==> src/rtl/ctr_blk_dma_pkg.sv <==
`timescale 1ns/1ps
package ctr_blk_dma_pkg;
  typedef enum logic [1:0] {
    ST_IDLE = 2'd0,
    ST_READ = 2'd1,
    ST_ENC  = 2'd2,
    ST_WRBK = 2'd3
  } seq_state_t;

  // offsets inside the register page
  localparam logic [7:0] OFS_CTRL    = 8'h00;
  localparam logic [7:0] OFS_KSEL    = 8'h01;
  localparam logic [7:0] OFS_BASE_LO = 8'h02;
  localparam logic [7:0] OFS_BASE_HI = 8'h03;
  localparam logic [7:0] OFS_LEN_LO  = 8'h04;
  localparam logic [7:0] OFS_LEN_HI  = 8'h05;
  localparam logic [3:0] PG_CTR      = 4'h1;
  localparam logic [3:0] PG_KEY0     = 4'h2;
  localparam logic [3:0] PG_KEY1     = 4'h3;
  localparam logic [7:0] START_CODE  = 8'h01;
endpackage

==> src/rtl/cbd_regs.sv <==
`timescale 1ns/1ps
module cbd_regs
  import ctr_blk_dma_pkg::*;
#(
  parameter int ADDR_W    = 16,
  parameter int BLK_BYTES = 16,
  parameter logic [7:0] REG_PAGE = 8'hFF
) (
  input  logic                   clk,
  input  logic                   rst,
  input  logic                   host_wr,
  input  logic                   host_rd,
  input  logic [ADDR_W-1:0]      host_addr,
  input  logic [7:0]             host_wdata,
  output logic [7:0]             host_rdata,
  input  logic                   busy,
  output logic                   start,
  output logic [ADDR_W-1:0]      cfg_base,
  output logic [ADDR_W-1:0]      cfg_len,
  output logic [7:0]             cfg_ksel,
  output logic [BLK_BYTES*8-1:0] cfg_ctr,
  output logic [BLK_BYTES*8-1:0] cfg_key0,
  output logic [BLK_BYTES*8-1:0] cfg_key1
);
  localparam int IDX_W = $clog2(BLK_BYTES);

  logic             page_hit;
  logic [7:0]       ofs;
  logic [IDX_W-1:0] lane;
  logic             wr_ok;
  logic [7:0]       rd_val;

  assign page_hit = (host_addr[ADDR_W-1 -: 8] == REG_PAGE);
  assign ofs      = host_addr[7:0];
  assign lane     = ofs[IDX_W-1:0];
  assign wr_ok    = host_wr && page_hit && !busy;
  assign start    = wr_ok && (ofs == OFS_CTRL) && (host_wdata == START_CODE);

  always_ff @(posedge clk) begin
    if (rst) begin
      cfg_base <= '0;
      cfg_len  <= '0;
      cfg_ksel <= '0;
      cfg_ctr  <= '0;
      cfg_key0 <= '0;
      cfg_key1 <= '0;
    end else if (wr_ok) begin
      case (ofs)
        OFS_KSEL:    cfg_ksel        <= host_wdata;
        OFS_BASE_LO: cfg_base[7:0]   <= host_wdata;
        OFS_BASE_HI: cfg_base[15:8]  <= host_wdata;
        OFS_LEN_LO:  cfg_len[7:0]    <= host_wdata;
        OFS_LEN_HI:  cfg_len[15:8]   <= host_wdata;
        default: begin
          if (ofs[7:4] == PG_CTR)  cfg_ctr[{lane, 3'b000} +: 8]  <= host_wdata;
          if (ofs[7:4] == PG_KEY0) cfg_key0[{lane, 3'b000} +: 8] <= host_wdata;
          if (ofs[7:4] == PG_KEY1) cfg_key1[{lane, 3'b000} +: 8] <= host_wdata;
        end
      endcase
    end
  end

  always_comb begin
    rd_val = '0;
    if (page_hit) begin
      case (ofs)
        OFS_CTRL:    rd_val = {7'd0, busy};
        OFS_KSEL:    rd_val = cfg_ksel;
        OFS_BASE_LO: rd_val = cfg_base[7:0];
        OFS_BASE_HI: rd_val = cfg_base[15:8];
        OFS_LEN_LO:  rd_val = cfg_len[7:0];
        OFS_LEN_HI:  rd_val = cfg_len[15:8];
        default: begin
          if (ofs[7:4] == PG_CTR)  rd_val = cfg_ctr[{lane, 3'b000} +: 8];
          if (ofs[7:4] == PG_KEY0) rd_val = cfg_key0[{lane, 3'b000} +: 8];
          if (ofs[7:4] == PG_KEY1) rd_val = cfg_key1[{lane, 3'b000} +: 8];
        end
      endcase
    end
  end

  always_ff @(posedge clk) begin
    if (rst)          host_rdata <= '0;
    else if (host_rd) host_rdata <= rd_val;
    else              host_rdata <= '0;
  end
endmodule

==> src/rtl/cbd_keysel.sv <==
`timescale 1ns/1ps
module cbd_keysel #(
  parameter int BLK_W = 128
) (
  input  logic [7:0]       ksel,
  input  logic [BLK_W-1:0] key0,
  input  logic [BLK_W-1:0] key1,
  output logic [BLK_W-1:0] key_out
);
  // any nonzero selector picks the second key
  assign key_out = (ksel == 8'd0) ? key0 : key1;
endmodule

==> src/rtl/cbd_seq.sv <==
`timescale 1ns/1ps
module cbd_seq
  import ctr_blk_dma_pkg::*;
#(
  parameter int ADDR_W    = 16,
  parameter int BLK_BYTES = 16
) (
  input  logic                   clk,
  input  logic                   rst,
  input  logic                   start,
  input  logic [ADDR_W-1:0]      cfg_base,
  input  logic [ADDR_W-1:0]      cfg_len,
  output logic                   busy,
  output logic                   mem_req,
  output logic                   mem_we,
  output logic [ADDR_W-1:0]      mem_addr,
  output logic [7:0]             mem_wdata,
  input  logic                   mem_ready,
  input  logic [7:0]             mem_rdata,
  output logic                   cph_req,
  output logic [BLK_BYTES*8-1:0] cph_block,
  input  logic                   cph_ack,
  input  logic [BLK_BYTES*8-1:0] cph_result
);
  localparam int BLK_W = BLK_BYTES * 8;
  localparam int IDX_W = $clog2(BLK_BYTES);
  localparam logic [IDX_W-1:0]  LAST_IDX = IDX_W'(BLK_BYTES - 1);
  localparam logic [ADDR_W-1:0] BLK_STEP = ADDR_W'(BLK_BYTES);

  seq_state_t        st_q;
  logic [IDX_W-1:0]  idx_q;
  logic [ADDR_W-1:0] done_q;
  logic [ADDR_W-1:0] done_nx;
  logic [BLK_W-1:0]  blk_q;
  logic              fire;
  logic              last_byte;

  assign busy      = (st_q != ST_IDLE);
  assign mem_req   = (st_q == ST_READ) || (st_q == ST_WRBK);
  assign mem_we    = (st_q == ST_WRBK);
  assign mem_addr  = cfg_base + done_q + ADDR_W'(idx_q);
  assign mem_wdata = blk_q[{idx_q, 3'b000} +: 8];
  assign cph_req   = (st_q == ST_ENC);
  assign cph_block = blk_q;
  assign fire      = mem_req && mem_ready;
  assign last_byte = (idx_q == LAST_IDX);
  assign done_nx   = done_q + BLK_STEP;

  always_ff @(posedge clk) begin
    if (rst) begin
      st_q   <= ST_IDLE;
      idx_q  <= '0;
      done_q <= '0;
    end else begin
      case (st_q)
        ST_IDLE: begin
          if (start) begin
            st_q   <= ST_READ;
            idx_q  <= '0;
            done_q <= '0;
          end
        end
        ST_READ: begin
          if (fire) begin
            idx_q <= idx_q + 1'b1;
            if (last_byte) st_q <= ST_ENC;
          end
        end
        ST_ENC: begin
          if (cph_ack) st_q <= ST_WRBK;
        end
        ST_WRBK: begin
          if (fire) begin
            idx_q <= idx_q + 1'b1;
            if (last_byte) begin
              done_q <= done_nx;
              st_q   <= (done_nx < cfg_len) ? ST_READ : ST_IDLE;
            end
          end
        end
        default: st_q <= ST_IDLE;
      endcase
    end
  end

  // byte lane packing of the block buffer
  always_ff @(posedge clk) begin
    if (rst) begin
      blk_q <= '0;
    end else if ((st_q == ST_ENC) && cph_ack) begin
      blk_q <= cph_result;
    end else if ((st_q == ST_READ) && fire) begin
      for (int b = 0; b < BLK_BYTES; b++) begin
        if (idx_q == IDX_W'(b)) blk_q[b*8 +: 8] <= mem_rdata;
      end
    end
  end
endmodule

==> src/rtl/ctr_blk_dma.sv <==
`timescale 1ns/1ps
module ctr_blk_dma #(
  parameter int ADDR_W    = 16,
  parameter int BLK_BYTES = 16,
  parameter logic [7:0] REG_PAGE = 8'hFF
) (
  input  logic          clk,
  input  logic          rst,
  input  logic          host_wr,
  input  logic          host_rd,
  input  logic [15:0]   host_addr,
  input  logic [7:0]    host_wdata,
  output logic [7:0]    host_rdata,
  output logic          mem_req,
  output logic          mem_we,
  output logic [15:0]   mem_addr,
  output logic [7:0]    mem_wdata,
  input  logic          mem_ready,
  input  logic [7:0]    mem_rdata,
  output logic          cph_req,
  output logic [127:0]  cph_block,
  output logic [127:0]  cph_ctr,
  output logic [127:0]  cph_key,
  input  logic          cph_ack,
  input  logic [127:0]  cph_result
);
  localparam int BLK_W = BLK_BYTES * 8;

  logic              busy;
  logic              start;
  logic [ADDR_W-1:0] cfg_base;
  logic [ADDR_W-1:0] cfg_len;
  logic [7:0]        cfg_ksel;
  logic [BLK_W-1:0]  cfg_ctr;
  logic [BLK_W-1:0]  cfg_key0;
  logic [BLK_W-1:0]  cfg_key1;

  cbd_regs #(.ADDR_W(ADDR_W), .BLK_BYTES(BLK_BYTES), .REG_PAGE(REG_PAGE)) u_regs (
    .clk(clk), .rst(rst),
    .host_wr(host_wr), .host_rd(host_rd), .host_addr(host_addr),
    .host_wdata(host_wdata), .host_rdata(host_rdata),
    .busy(busy), .start(start),
    .cfg_base(cfg_base), .cfg_len(cfg_len), .cfg_ksel(cfg_ksel),
    .cfg_ctr(cfg_ctr), .cfg_key0(cfg_key0), .cfg_key1(cfg_key1)
  );

  cbd_seq #(.ADDR_W(ADDR_W), .BLK_BYTES(BLK_BYTES)) u_seq (
    .clk(clk), .rst(rst), .start(start),
    .cfg_base(cfg_base), .cfg_len(cfg_len), .busy(busy),
    .mem_req(mem_req), .mem_we(mem_we), .mem_addr(mem_addr),
    .mem_wdata(mem_wdata), .mem_ready(mem_ready), .mem_rdata(mem_rdata),
    .cph_req(cph_req), .cph_block(cph_block),
    .cph_ack(cph_ack), .cph_result(cph_result)
  );

  cbd_keysel #(.BLK_W(BLK_W)) u_keysel (
    .ksel(cfg_ksel), .key0(cfg_key0), .key1(cfg_key1), .key_out(cph_key)
  );

  assign cph_ctr = cfg_ctr;
endmodule

==> config.mk <==
export PLATFORM = sky130hd
export DESIGN_NAME = ctr_blk_dma
export DESIGN_NICKNAME = d
export VERILOG_FILES = /design/src/rtl/ctr_blk_dma_pkg.sv /design/src/rtl/cbd_regs.sv /design/src/rtl/cbd_keysel.sv /design/src/rtl/cbd_seq.sv /design/src/rtl/ctr_blk_dma.sv
export SDC_FILE = /design/constraint.sdc
export NUM_CORES = 2
export LEC_CHECK = 0
export BUFFER_PORTS_ARGS = -buffer_cell sky130_fd_sc_hd__buf_2
export CAP_MARGIN = 20
export CORE_ASPECT_RATIO = 1.2
export CORE_UTILIZATION = 55
export CTS_BUF_LIST = sky130_fd_sc_hd__clkbuf_8
export DETAILED_ROUTE_END_ITERATION = 8
export PLACE_DENSITY_LB_ADDON = 0.1
export SETUP_SLACK_MARGIN = 0.3
export SLEW_MARGIN = 20
export SYNTH_ARGS = -nofsm -noshare
export SYNTH_HDL_FRONTEND = slang
export SYNTH_HIERARCHICAL = 1
export SYNTH_SLANG_ARGS = --single-unit
export TNS_END_PERCENT = 10
==> constraint.sdc <==
create_clock -name clk -period 7.4 [get_ports clk]
set_clock_uncertainty 0.1 [all_clocks]
set_input_delay 0.37 -clock clk [delete_from_list [all_inputs] [get_ports clk]]
set_output_delay 0.37 -clock clk [all_outputs]
set_load 0.005 [all_outputs]
==> results by group <==
Run status
  – Outcome: complete, no violations

Power and ir drop
  – Comb power frac: 7.1%
  – Sequential Power Share: 47.0%
  – PwrDens: 182 nW/µm²
  – Net Sw Power: 1.71 mW
  – Cell-internal power: 4.93 mW
  – Power after layout: 6.64 mW
  – Leakage power: 15.3 nW
  – Switch share: 25.7%
  – Worst ir drop on vdd: 0.000159 V
  – Clk network pwr share: 45.8%

STA
  – Slew @ Worst Pin: 1.23 ns
  – Final worst slack: 2.99 ns
  – Final Hold Viols: 0
  – Final setup viols: 0
  – Minimum clock period: 4.41 ns
  – Final period util: 59.6%
  – RSZ-0062 raised after global routing: false
  – Normalized max-slew margin: 18.3%
  – Slew Viols, Final: 0
  – Setup TNS: 0 ns
  – F_max: 0.227 GHz

Synth
  – Synth top cells by count: dfxtp_1 (578), nand2_1 (316), nor2_1 (302)
  – Post-synthesis sequential area ratio: 38.4%
  – Unique masters post-synth: 83
  – FFs w/ async S/R, synth: 0%
  – Cell accounting for the most synthesized area: dfxtp_1
  – Most numerous cell in the Yosys netlist: dfxtp_1
  – Top cell type's share of synthesized area: 38.4%
  – EDFF count, synth: 0
  – Avg Cell Area, Syn: 9.40 µm²
  – Synthesized area: 30100 µm²
  – Syn Inst Count: 3206
  – Syn_nets: 3427
  – Dominant synthesized flop cell: dfxtp_1
  – Yosys warns: 6
  – #FFs+latches synth: 578
  – Largest cells by area after synthesis: dfxtp_1 (38%), mux4_2 (9.0%), mux2i_1 (5.9%)

Die
  – Die ar.: 55700 µm²
  – I/O pin total: 585
  – Die Y: 258 µm
  – CORE AREA: 53900 µm²
  – Initial core utilization: 55.9%
  – Die width: 216 µm
  – Cell Rows: 93

Job
  – Max Cap Viol: 0

Drt
  – Drt wl/cell: 27.5 µm
  – DR vias/cell: 6.52
  – Post-route ant nets: 0
  – Met2 WL: 57700 µm
  – 1st-iter DRT viols: 3966
  – WL met1: 43800 µm
  – DRC: 0
  – Detailed Route WL: 125000 µm
  – Met3 wire length: 12600 µm
  – Top Metal Used: met5
  – Total vias in the final route: 29800
  – Initial DRT Pass Iterations: 6

Placement
  – Final HPWL DP: 86100 µm
  – Routability Congestion: 1.01
  – IO Port Bufs: 584
  – Pre-CTS setup slack: 3.15 ns
  – Dpl cells: 4230
  – Placed inst area: 32800 µm²

Finish
  – Final instance area: 36400 µm²
  – Area added between synthesis and finish: 20.8%
  – Nets@finish: 3986
  – Share of cells above drive strength 1: 27.9%
  – Non-Filler Instances: 4565

Hold path
  – Hold crit path type: in -> reg

Worst setup path
  – Worst R2R Start: u_seq/st_q[0]
  – Reg-to-Reg End: u_seq/cph_block[86]
  – WS Path Type: reg -> out
  – Crit Path Max Fanout: 65
  – Reg2Reg Depth: 7
  – Crit. Startpoint: u_regs/cfg_ksel[1]
  – Flop-to-flop setup slack: 3.54 ns
  – Critical path endpoint: cph_key[52]
  – Kind of start point of the critical path: flop
  – Worst endpoint required time: 6.93 ns
  – Worst EP arrival: 3.94 ns
  – CP endpoint kind: output port

GRT
  – Initial antenna violation count: 11
  – Vias in the first global route: 28200
  – Total gr overflow: 0
  – First-pass GRT wire length: 181000 µm
  – Largest net degree at the start of global routing: 268
  – GRT Overall Usage: 43.2%

Clock network
  – Clock latency on the worst-skew pair: 0.74 ns
  – Sink Count: 578
  – Root Buffer: clkbuf_8
  – Worst-path clk slew: 0.07 ns
  – CTS tree: built
  – H-tree depth: 3
  – Post-cts resize count: 0
  – CTS buffer count: 94
  – CTS max path bufs: 3
## per-stage QoR
step / utilization (%) / hold slack (ns)
floorplan: - / 0.336
global placement: 60.9 / 0.345
detailed placement: 60.9 / 0.355
CTS: 67.4 / 0.000894
global route: 67.5 / 0.0272
finish: 67.6 / 0.0377
## final cells by class
| type | instances | area [µm²] |
|---|---|---|
| fillers | 4253 | 17500 |
| multi-input cells | 2282 | 17000 |
| flip-flops and latches | 578 | 11600 |
| repair buffers | 775 | 4750 |
| clock buffers | 120 | 1650 |
| well taps | 712 | 891 |
| clock inverters | 53 | 413 |
| inverters | 34 | 128 |
| diodes | 11 | 27.5 |
## state kept, by name (all words and copies together), names as in the netlist, 4 cells and up
name	cells
u_regs/cfg_base	16
u_regs/cfg_ctr	128
u_seq/done_q	12
u_regs/cfg_len	16
u_regs/host_rdata	8
u_regs/cfg_key0	128
u_seq/cph_block	128
u_regs/cfg_key1	128
u_seq/idx_q	4
u_regs/cfg_ksel	8
## cells by family after synthesis
| logic type | count (synthesis) | synth area share (%) |
|---|---|---|
| compound gates | 617 | 13.2 |
| xor+xnor | 25 | 0.727 |
| fa+ha+maj | 55 | 2.31 |
| buf+inv | 346 | 5.38 |
| flops | 578 | 38.4 |
| mux | 438 | 20.6 |
| simple gates | 1147 | 19.4 |
## cells in the final DEF, fill, tap and decap left out, types with 7 or more instances in the layout
cell type        n
nand2b_1        15
diode_2         11
mux2_2         131
nor3_1          17
o32ai_1          7
nand3_1        185
o21ai_1          9
mux4_2         121
nor4_1          11
clkinv_2        12
mux2i_1        177
a22oi_1         11
dlygate4sd3_1  144
a22o_1          20
and3_1          14
o22ai_1         12
a21oi_1        118
nand2_1        314
xnor2_1         14
o211ai_1        13
a211oi_1        10
o21ai_0        240
nand4_1         13
or3_1            8
a311oi_1       131
clkbuf_8       120
nor2_1         302
buf_2          582
buf_4           41
dfxtp_1        576
nor2b_1         20
nand3b_1       196
inv_1           59
a222oi_1         7
xor2_1          11
ha_1            54
mux4_1           9
## worst max-delay path, stage by stage (launching register included)
cell and delay [ns]:
dfxtp_1 0.34, nor4_1 0.89, nand2_4 0.71, buf_4 0.64
mux2_2 0.44, buf_2 0.14
## timing repair
action                                  CTS  global route
hold buffers                            144             0
endpoints found under the hold margin   127             0
endpoints found under the setup margin    0             0
buffers inserted                          0             0
## worst min-delay path by stage
stage	start	endpoint	slack, ns	depth (start not counted)
6_report	mem_rdata[6]	u_seq/cph_block[46]	0.04	3
4_1_cts	mem_rdata[3]	u_seq/cph_block[67]	0.0009	3
5_1_grt	cph_result[99]	u_seq/cph_block[99]	0.03	3
3_5_place_dp	u_seq/done_q[15]	u_seq/done_q[15]	0.35	2
3_3_place_gp	u_seq/done_q[15]	u_seq/done_q[15]	0.34	2
2_1_floorplan	u_seq/done_q[15]	u_seq/done_q[15]	0.34	2
## metal layers
metal  GRT usage, %  vias up
met2           70.2     2163
met3           9.03      545
li1               -    12900
met1           49.3    14200
met4           35.0        4
met5              0        -
## power by group through the flow
stage	Combinational [mW]	Clock (mW)	Sequential (mW)
after floorplan	0.239	0	3.19
after global placement	0.396	0	3.19
after detailed placement	0.399	0	3.19
after CTS	0.455	3.04	3.12
after global routing	0.486	3.19	3.12
final	0.474	3.04	3.12
Power figures use the tool's default switching activity.
